[src/rtl/edge_irq_pkg.sv]
package edge_irq_pkg;

   typedef enum logic [1:0] {
      TRIG_OFF  = 2'd0,
      TRIG_RISE = 2'd1,
      TRIG_FALL = 2'd2,
      TRIG_BOTH = 2'd3
   } trig_mode_e;

   typedef enum logic [1:0] {
      RSEL_NONE = 2'd0,
      RSEL_PEND = 2'd1,
      RSEL_MASK = 2'd2
   } rd_sel_e;

   // Decide whether a level change matches the selected trigger.
   function automatic logic trig_match(input logic prev_lvl,
                                       input logic cur_lvl,
                                       input trig_mode_e mode);
      logic rise;
      logic fall;
      rise = ~prev_lvl & cur_lvl;
      fall = prev_lvl & ~cur_lvl;
      case (mode)
         TRIG_RISE: trig_match = rise;
         TRIG_FALL: trig_match = fall;
         TRIG_BOTH: trig_match = rise | fall;
         default:   trig_match = 1'b0;
      endcase
   endfunction

endpackage

[src/rtl/edge_irq_detect.sv]
module edge_irq_detect
   import edge_irq_pkg::*;
#(
   parameter int NUM_PINS = 32
) (
   input  logic                  clk,
   input  logic                  rst_n,
   input  logic [NUM_PINS-1:0]   pin_lvl,
   input  logic [2*NUM_PINS-1:0] trig_sel,
   output logic [NUM_PINS-1:0]   hit
);

   logic [NUM_PINS-1:0] prev_q;
   logic                armed_q;

   // The first edge after reset only loads the previous-level register.
   always_ff @(posedge clk or negedge rst_n) begin
      if (!rst_n) begin
         prev_q  <= '0;
         armed_q <= 1'b0;
      end else begin
         prev_q  <= pin_lvl;
         armed_q <= 1'b1;
      end
   end

   for (genvar gi = 0; gi < NUM_PINS; gi++) begin : g_lane
      trig_mode_e lane_mode;
      assign lane_mode = trig_mode_e'(trig_sel[2*gi +: 2]);
      assign hit[gi]   = armed_q & trig_match(prev_q[gi], pin_lvl[gi], lane_mode);
   end

endmodule

[src/rtl/edge_irq_decode.sv]
module edge_irq_decode
   import edge_irq_pkg::*;
#(
   parameter int              ADDR_W    = 12,
   parameter int              BANK_IDX  = 0,
   parameter logic [ADDR_W-1:0] PEND_BASE = 12'h080,
   parameter logic [ADDR_W-1:0] MSET_BASE = 12'h0A0,
   parameter logic [ADDR_W-1:0] MCLR_BASE = 12'h0C0
) (
   input  logic [ADDR_W-1:0] bus_addr,
   input  logic              bus_wr,
   output logic              wr_pend,
   output logic              wr_mset,
   output logic              wr_mclr,
   output rd_sel_e           rd_sel
);

   localparam logic [ADDR_W-1:0] BANK_OFS  = ADDR_W'(BANK_IDX * 4);
   localparam logic [ADDR_W-1:0] PEND_ADDR = PEND_BASE + BANK_OFS;
   localparam logic [ADDR_W-1:0] MSET_ADDR = MSET_BASE + BANK_OFS;
   localparam logic [ADDR_W-1:0] MCLR_ADDR = MCLR_BASE + BANK_OFS;

   logic is_pend, is_mset, is_mclr;

   assign is_pend = (bus_addr == PEND_ADDR);
   assign is_mset = (bus_addr == MSET_ADDR);
   assign is_mclr = (bus_addr == MCLR_ADDR);

   assign wr_pend = bus_wr & is_pend;
   assign wr_mset = bus_wr & is_mset;
   assign wr_mclr = bus_wr & is_mclr;

   always_comb begin
      if (is_pend)                rd_sel = RSEL_PEND;
      else if (is_mset | is_mclr) rd_sel = RSEL_MASK;
      else                        rd_sel = RSEL_NONE;
   end

endmodule

[src/rtl/edge_irq_pend.sv]
module edge_irq_pend #(
   parameter int NUM_PINS = 32
) (
   input  logic                clk,
   input  logic                rst_n,
   input  logic [NUM_PINS-1:0] hit,
   input  logic                clr_en,
   input  logic [NUM_PINS-1:0] clr_bits,
   output logic [NUM_PINS-1:0] pend
);

   for (genvar gi = 0; gi < NUM_PINS; gi++) begin : g_bit
      logic pend_q;
      // A new edge overrides a clear in the same cycle.
      always_ff @(posedge clk or negedge rst_n) begin
         if (!rst_n)
            pend_q <= 1'b0;
         else if (hit[gi])
            pend_q <= 1'b1;
         else if (clr_en && clr_bits[gi])
            pend_q <= 1'b0;
      end
      assign pend[gi] = pend_q;
   end

endmodule

[src/rtl/edge_irq_mask.sv]
module edge_irq_mask #(
   parameter int NUM_PINS = 32
) (
   input  logic                clk,
   input  logic                rst_n,
   input  logic                set_en,
   input  logic                clr_en,
   input  logic [NUM_PINS-1:0] wbits,
   output logic [NUM_PINS-1:0] mask
);

   for (genvar gi = 0; gi < NUM_PINS; gi++) begin : g_bit
      logic mask_q;
      always_ff @(posedge clk or negedge rst_n) begin
         if (!rst_n)
            mask_q <= 1'b1;
         else if (set_en && wbits[gi])
            mask_q <= 1'b1;
         else if (clr_en && wbits[gi])
            mask_q <= 1'b0;
      end
      assign mask[gi] = mask_q;
   end

endmodule

[src/rtl/edge_irq_bank.sv]
module edge_irq_bank
   import edge_irq_pkg::*;
#(
   parameter int NUM_PINS = 32,
   parameter int DATA_W   = 32,
   parameter int ADDR_W   = 12,
   parameter int BANK_IDX = 0
) (
   input  logic                  clk,
   input  logic                  rst_n,
   input  logic [NUM_PINS-1:0]   pin_lvl,
   input  logic [2*NUM_PINS-1:0] trig_sel,
   input  logic                  bus_wr,
   input  logic [ADDR_W-1:0]     bus_addr,
   input  logic [DATA_W-1:0]     bus_wdata,
   output logic [DATA_W-1:0]     bus_rdata,
   output logic                  irq
);

   localparam int PAD_W = DATA_W - NUM_PINS;

   if (NUM_PINS < 1 || NUM_PINS > DATA_W) begin : g_bad_pins
      $error("edge_irq_bank: NUM_PINS must be 1..DATA_W");
   end
   if (ADDR_W < 8) begin : g_bad_addr
      $error("edge_irq_bank: ADDR_W too small for the register offsets");
   end
   if ((BANK_IDX * 4 + 32'h0C0) >= (1 << ADDR_W)) begin : g_bad_bank
      $error("edge_irq_bank: BANK_IDX places registers outside ADDR_W");
   end

   logic [NUM_PINS-1:0] hit;
   logic [NUM_PINS-1:0] pend_q;
   logic [NUM_PINS-1:0] mask_q;
   logic [NUM_PINS-1:0] wbits;
   logic                wr_pend, wr_mset, wr_mclr;
   rd_sel_e             rd_sel;
   logic [NUM_PINS-1:0] rd_lane;

   assign wbits = bus_wdata[NUM_PINS-1:0];

   edge_irq_detect #(.NUM_PINS(NUM_PINS)) u_detect (
      .clk      (clk),
      .rst_n    (rst_n),
      .pin_lvl  (pin_lvl),
      .trig_sel (trig_sel),
      .hit      (hit)
   );

   edge_irq_decode #(.ADDR_W(ADDR_W), .BANK_IDX(BANK_IDX)) u_decode (
      .bus_addr (bus_addr),
      .bus_wr   (bus_wr),
      .wr_pend  (wr_pend),
      .wr_mset  (wr_mset),
      .wr_mclr  (wr_mclr),
      .rd_sel   (rd_sel)
   );

   edge_irq_pend #(.NUM_PINS(NUM_PINS)) u_pend (
      .clk      (clk),
      .rst_n    (rst_n),
      .hit      (hit),
      .clr_en   (wr_pend),
      .clr_bits (wbits),
      .pend     (pend_q)
   );

   edge_irq_mask #(.NUM_PINS(NUM_PINS)) u_mask (
      .clk    (clk),
      .rst_n  (rst_n),
      .set_en (wr_mset),
      .clr_en (wr_mclr),
      .wbits  (wbits),
      .mask   (mask_q)
   );

   always_comb begin
      case (rd_sel)
         RSEL_PEND: rd_lane = pend_q;
         RSEL_MASK: rd_lane = mask_q;
         default:   rd_lane = '0;
      endcase
   end

   if (PAD_W > 0) begin : g_pad
      assign bus_rdata = {{PAD_W{1'b0}}, rd_lane};
   end else begin : g_nopad
      assign bus_rdata = rd_lane;
   end

   assign irq = |(pend_q & ~mask_q);

endmodule

[config.mk]
export PLATFORM = sky130hd
export DESIGN_NAME = edge_irq_bank
export DESIGN_NICKNAME = d
export VERILOG_FILES = /design/src/rtl/edge_irq_pkg.sv /design/src/rtl/edge_irq_detect.sv /design/src/rtl/edge_irq_decode.sv /design/src/rtl/edge_irq_pend.sv /design/src/rtl/edge_irq_mask.sv /design/src/rtl/edge_irq_bank.sv
export SDC_FILE = /design/constraint.sdc
export NUM_CORES = 1
export LEC_CHECK = 0
export BUFFER_PORTS_ARGS = -buffer_cell sky130_fd_sc_hd__buf_2
export CAP_MARGIN = 20
export CORE_ASPECT_RATIO = 1.1
export CORE_MARGIN = 5
export CORE_UTILIZATION = 35
export DETAILED_ROUTE_END_ITERATION = 7
export SYNTH_ARGS = -nofsm -noshare
export SYNTH_HDL_FRONTEND = slang
export SYNTH_SLANG_ARGS = --single-unit
[constraint.sdc]
create_clock -name clk -period 2.6 [get_ports clk]
set_clock_uncertainty 0.05 [all_clocks]
set_input_delay 0.26 -clock clk [delete_from_list [all_inputs] [get_ports clk]]
set_output_delay 0.26 -clock clk [all_outputs]
set_load 0.02 [all_outputs]
==> results by group <==
Run status
  • Status: finished clean

Setup path
  • Setup crit end kind: primary output
  • Reg-to-reg slack, setup: 1130 ps
  • Worst Path Required: about 2300 ps
  • CP delay by family, top: simple AND/OR/NAND/NOR gates
  • Buf/Inv on CP: 3
  • CP cell instances: buf_2 -> or4_1 -> or3_1 -> buf_4 -> nor2_1 -> buf_2
  • Critical path arrival: around 1900 ps
  • Crit path largest cell delay: about 590 ps
  • Cell mode on critical path: buf_2
  • Crit start category: input port
  • Crit path max fanout: 27
  • Worst Setup Path Type: in -> out
  • Slowest cell on crit path: or4_1

Pwr
  • VDD IR max: 260 µV
  • Pwr dens: 428 mW/mm²
  • Static Leak: 4.29 nW

Placement
  • Post-DP HPWL: 13800 µm
  • Placed insts: between 1k and 1.5k
  • Port bufs: between 150 and 200
  • Placed cell area: 0.00767 mm²
  • GPL Wtd Cong: 0.758

Yosys
  • Area leader, netlist: dfrtp_1
  • Post-synth top area share: 0.247
  • Main synth FF type: dfrtp_1
  • Area contributors post-synth: dfrtp_1 (25%), dfstp_2 (13%), ha_1 (12%)
  • Post-synth cell types: 31
  • EDFF count, synth: 0
  • Yosys warns: 0
  • Syn Area/Cell: just under 9 µm²
  • Top cells by count, synth: inv_1 (98), dfrtp_1 (65), nor2_1 (65), ha_1 (64), nor2b_1 (64)
  • Mapped Cells: 742
  • Top-count cell post-synth: inv_1
  • Register area share after synthesis: 0.375
  • Post-synth ARST share: 1.00
  • FF+latch count, synth: 97
  • Post-Syn Nets: around 950
  • Synth Cell Area: between 0.006 and 0.007 mm²

Timing
  • Least-Margin Pin Slew: between 500 and 600 ps
  • Final-report hold violation count: 0
  • Slew Limit Fails: 0
  • Period utilization: 0.854
  • RSZ-0062 raised after global routing: false
  • Setup violators final: 0
  • Setup TNS: 0 ps
  • FMAX: approximately 450 MHz
  • Slew margin rel.: 0.602
  • Min cycle time layout: 2220 ps

Global routing
  • Total congestion overflow: 0
  • Vias in the first global route: between 5k and 6k
  • GRT Util Overall: 0.174
  • Pin count of the biggest net entering global routing: between 50 and 60
  • First-pass GRT wire length: approximately 30000 µm
  • Initial antenna violation count: 3

Drt
  • Wirelength, routed: 18700 µm
  • Number of DRC markers in iteration 0: 261
  • Length of the first detailed-routing pass in iterations: 5
  • Via density: roughly 5
  • # DRC: 0
  • Routed vias: just under 6k
  • Routed Antenna Nets: 0
  • Wire length per cell: between 15 and 20 µm

Clock tree
  • Clk slew on worst S/H paths: ~70 ps
  • CTS sink cnt: 97
  • # H-tree levels: 3
  • Number of buffers created by CTS: 9
  • Number of setup buffers added after CTS: 0
  • Skew-Pair Late Insertion Delay: 350 ps
  • CTS tree: done
  • Clk root buf: clkbuf_16
  • Max clock buf depth: 2
  • Hold_buf cts: 33
  • Resized Gates After CTS: 0

Floorplan
  • Core area: between 0.015 and 0.02 mm²
  • Initial Util: 0.356
  • Io pins: 176
  • Die W: approximately 140 µm
  • Num rows: between 50 and 60
  • Die ar.: ~0.022 mm²
  • Chip height: between 150 and 200 µm

Worst hold path
  • Hold/Removal Path Class: in -> reg

Layout
  • P&R area growth vs syn: 26.7%
  • NumNets Final: ~1.1k
  • Layout cells sized above 1: 0.261
  • Filler instances: between 1.5k and 2k
  • Final Cell Area: 0.00834 mm²
  • Cell Count, Final, Fillers Out: around 1.2k

Flow run
  • Max-cap viol count: 0
logic make-up (layout without fill, tap and decap cells):
group,Yosys count,after routing,synth area share
adder cells (fa/ha/maj),64,64,0.122
AND/OR/NAND/NOR,236,236,0.180
multiplexers,33,33,0.0502
flip-flops,97,97,0.375
other,1,3,0.000570
buffers and inverters,136,341,0.101
AO/OA/AOI/OAI,175,175,0.172
where the power goes:
group | internal, mW | switching (mW) | total (mW) | leakage, nW
clock network | 0.879 | 0.585 | 1.46 | 0.162
registers | 1.55 | 0.0219 | 1.57 | 0.995
logic | 0.248 | 0.289 | 0.537 | 3.13
flip-flops by register name (all words and copies together), names as in the netlist:
name                 cells
u_mask.g_bit.mask_q     32
u_pend.g_bit.pend_q     32
u_detect.armed_q         1
u_detect.prev_q         32
cell usage in the layout (no fill, tap or decap), drive strengths merged, types with 16 or more instances in the layout:
cell type    count
a22o            63
o21ai           63
nor2            65
ha              64
buf            194
a21oi           32
inv             98
nand2           31
o22ai           16
dlygate4sd3     33
mux2i           33
nand3           63
dfrtp           65
dfstp           32
nor2b           64
cell type report:
type | count | area (µm²) | area share
Multi-Input combinational cell | 509 | 3470 | 0.417
Sequential cell | 97 | 2470 | 0.296
Timing Repair Buffer | 227 | 1390 | 0.167
Inverter | 98 | 368 | 0.0441
Tap cell | 243 | 304 | 0.0365
Clock buffer | 15 | 298 | 0.0357
Clock inverter | 1 | 30.0 | 0.00360
Antenna cell | 2 | 5.00 | 0.000600
final timing paths:
| kind | start | cells past startpoint | endpoint |
|---|---|---|---|
| setup / recovery | bus_addr[1] | 6 | bus_rdata[9] |
| hold / removal | bus_wdata[21] | 2 | u_mask.g_bit[21].mask_q$_DFFE_PN1P_ |
| setup reg to reg | u_detect.prev_q[29]$_DFF_PN0_ | 5 | u_pend.g_bit[29].pend_q$_DFFE_PN0P_ |
| hold reg to reg | u_pend.g_bit[18].pend_q$_DFFE_PN0P_ | 1 | u_pend.g_bit[18].pend_q$_DFFE_PN0P_ |
| max in group asynchronous | rst_n | 3 | u_mask.g_bit[13].mask_q$_DFFE_PN1P_ |
| min in group asynchronous | rst_n | 2 | u_detect.prev_q[14]$_DFF_PN0_ |
per-stage QoR:
stage                util  worst slack (ps)  hold WS [ps]  power, mW
global placement    0.415               429           114       2.09
CTS                 0.451               361           103       3.62
floorplan               -               525         -85.6       1.83
finish              0.451               379           112       3.57
detailed placement  0.415               368           117       2.10
global route        0.451               277           110       3.76
routing by layer:
metal,part of all wire,GRT usage
met5,0.00037,0
met4,0.019,0.0641
met2,0.47,0.281
met3,0.069,0.0336
met1,0.44,0.231
Note: power is estimated with default switching activity, not from simulation.
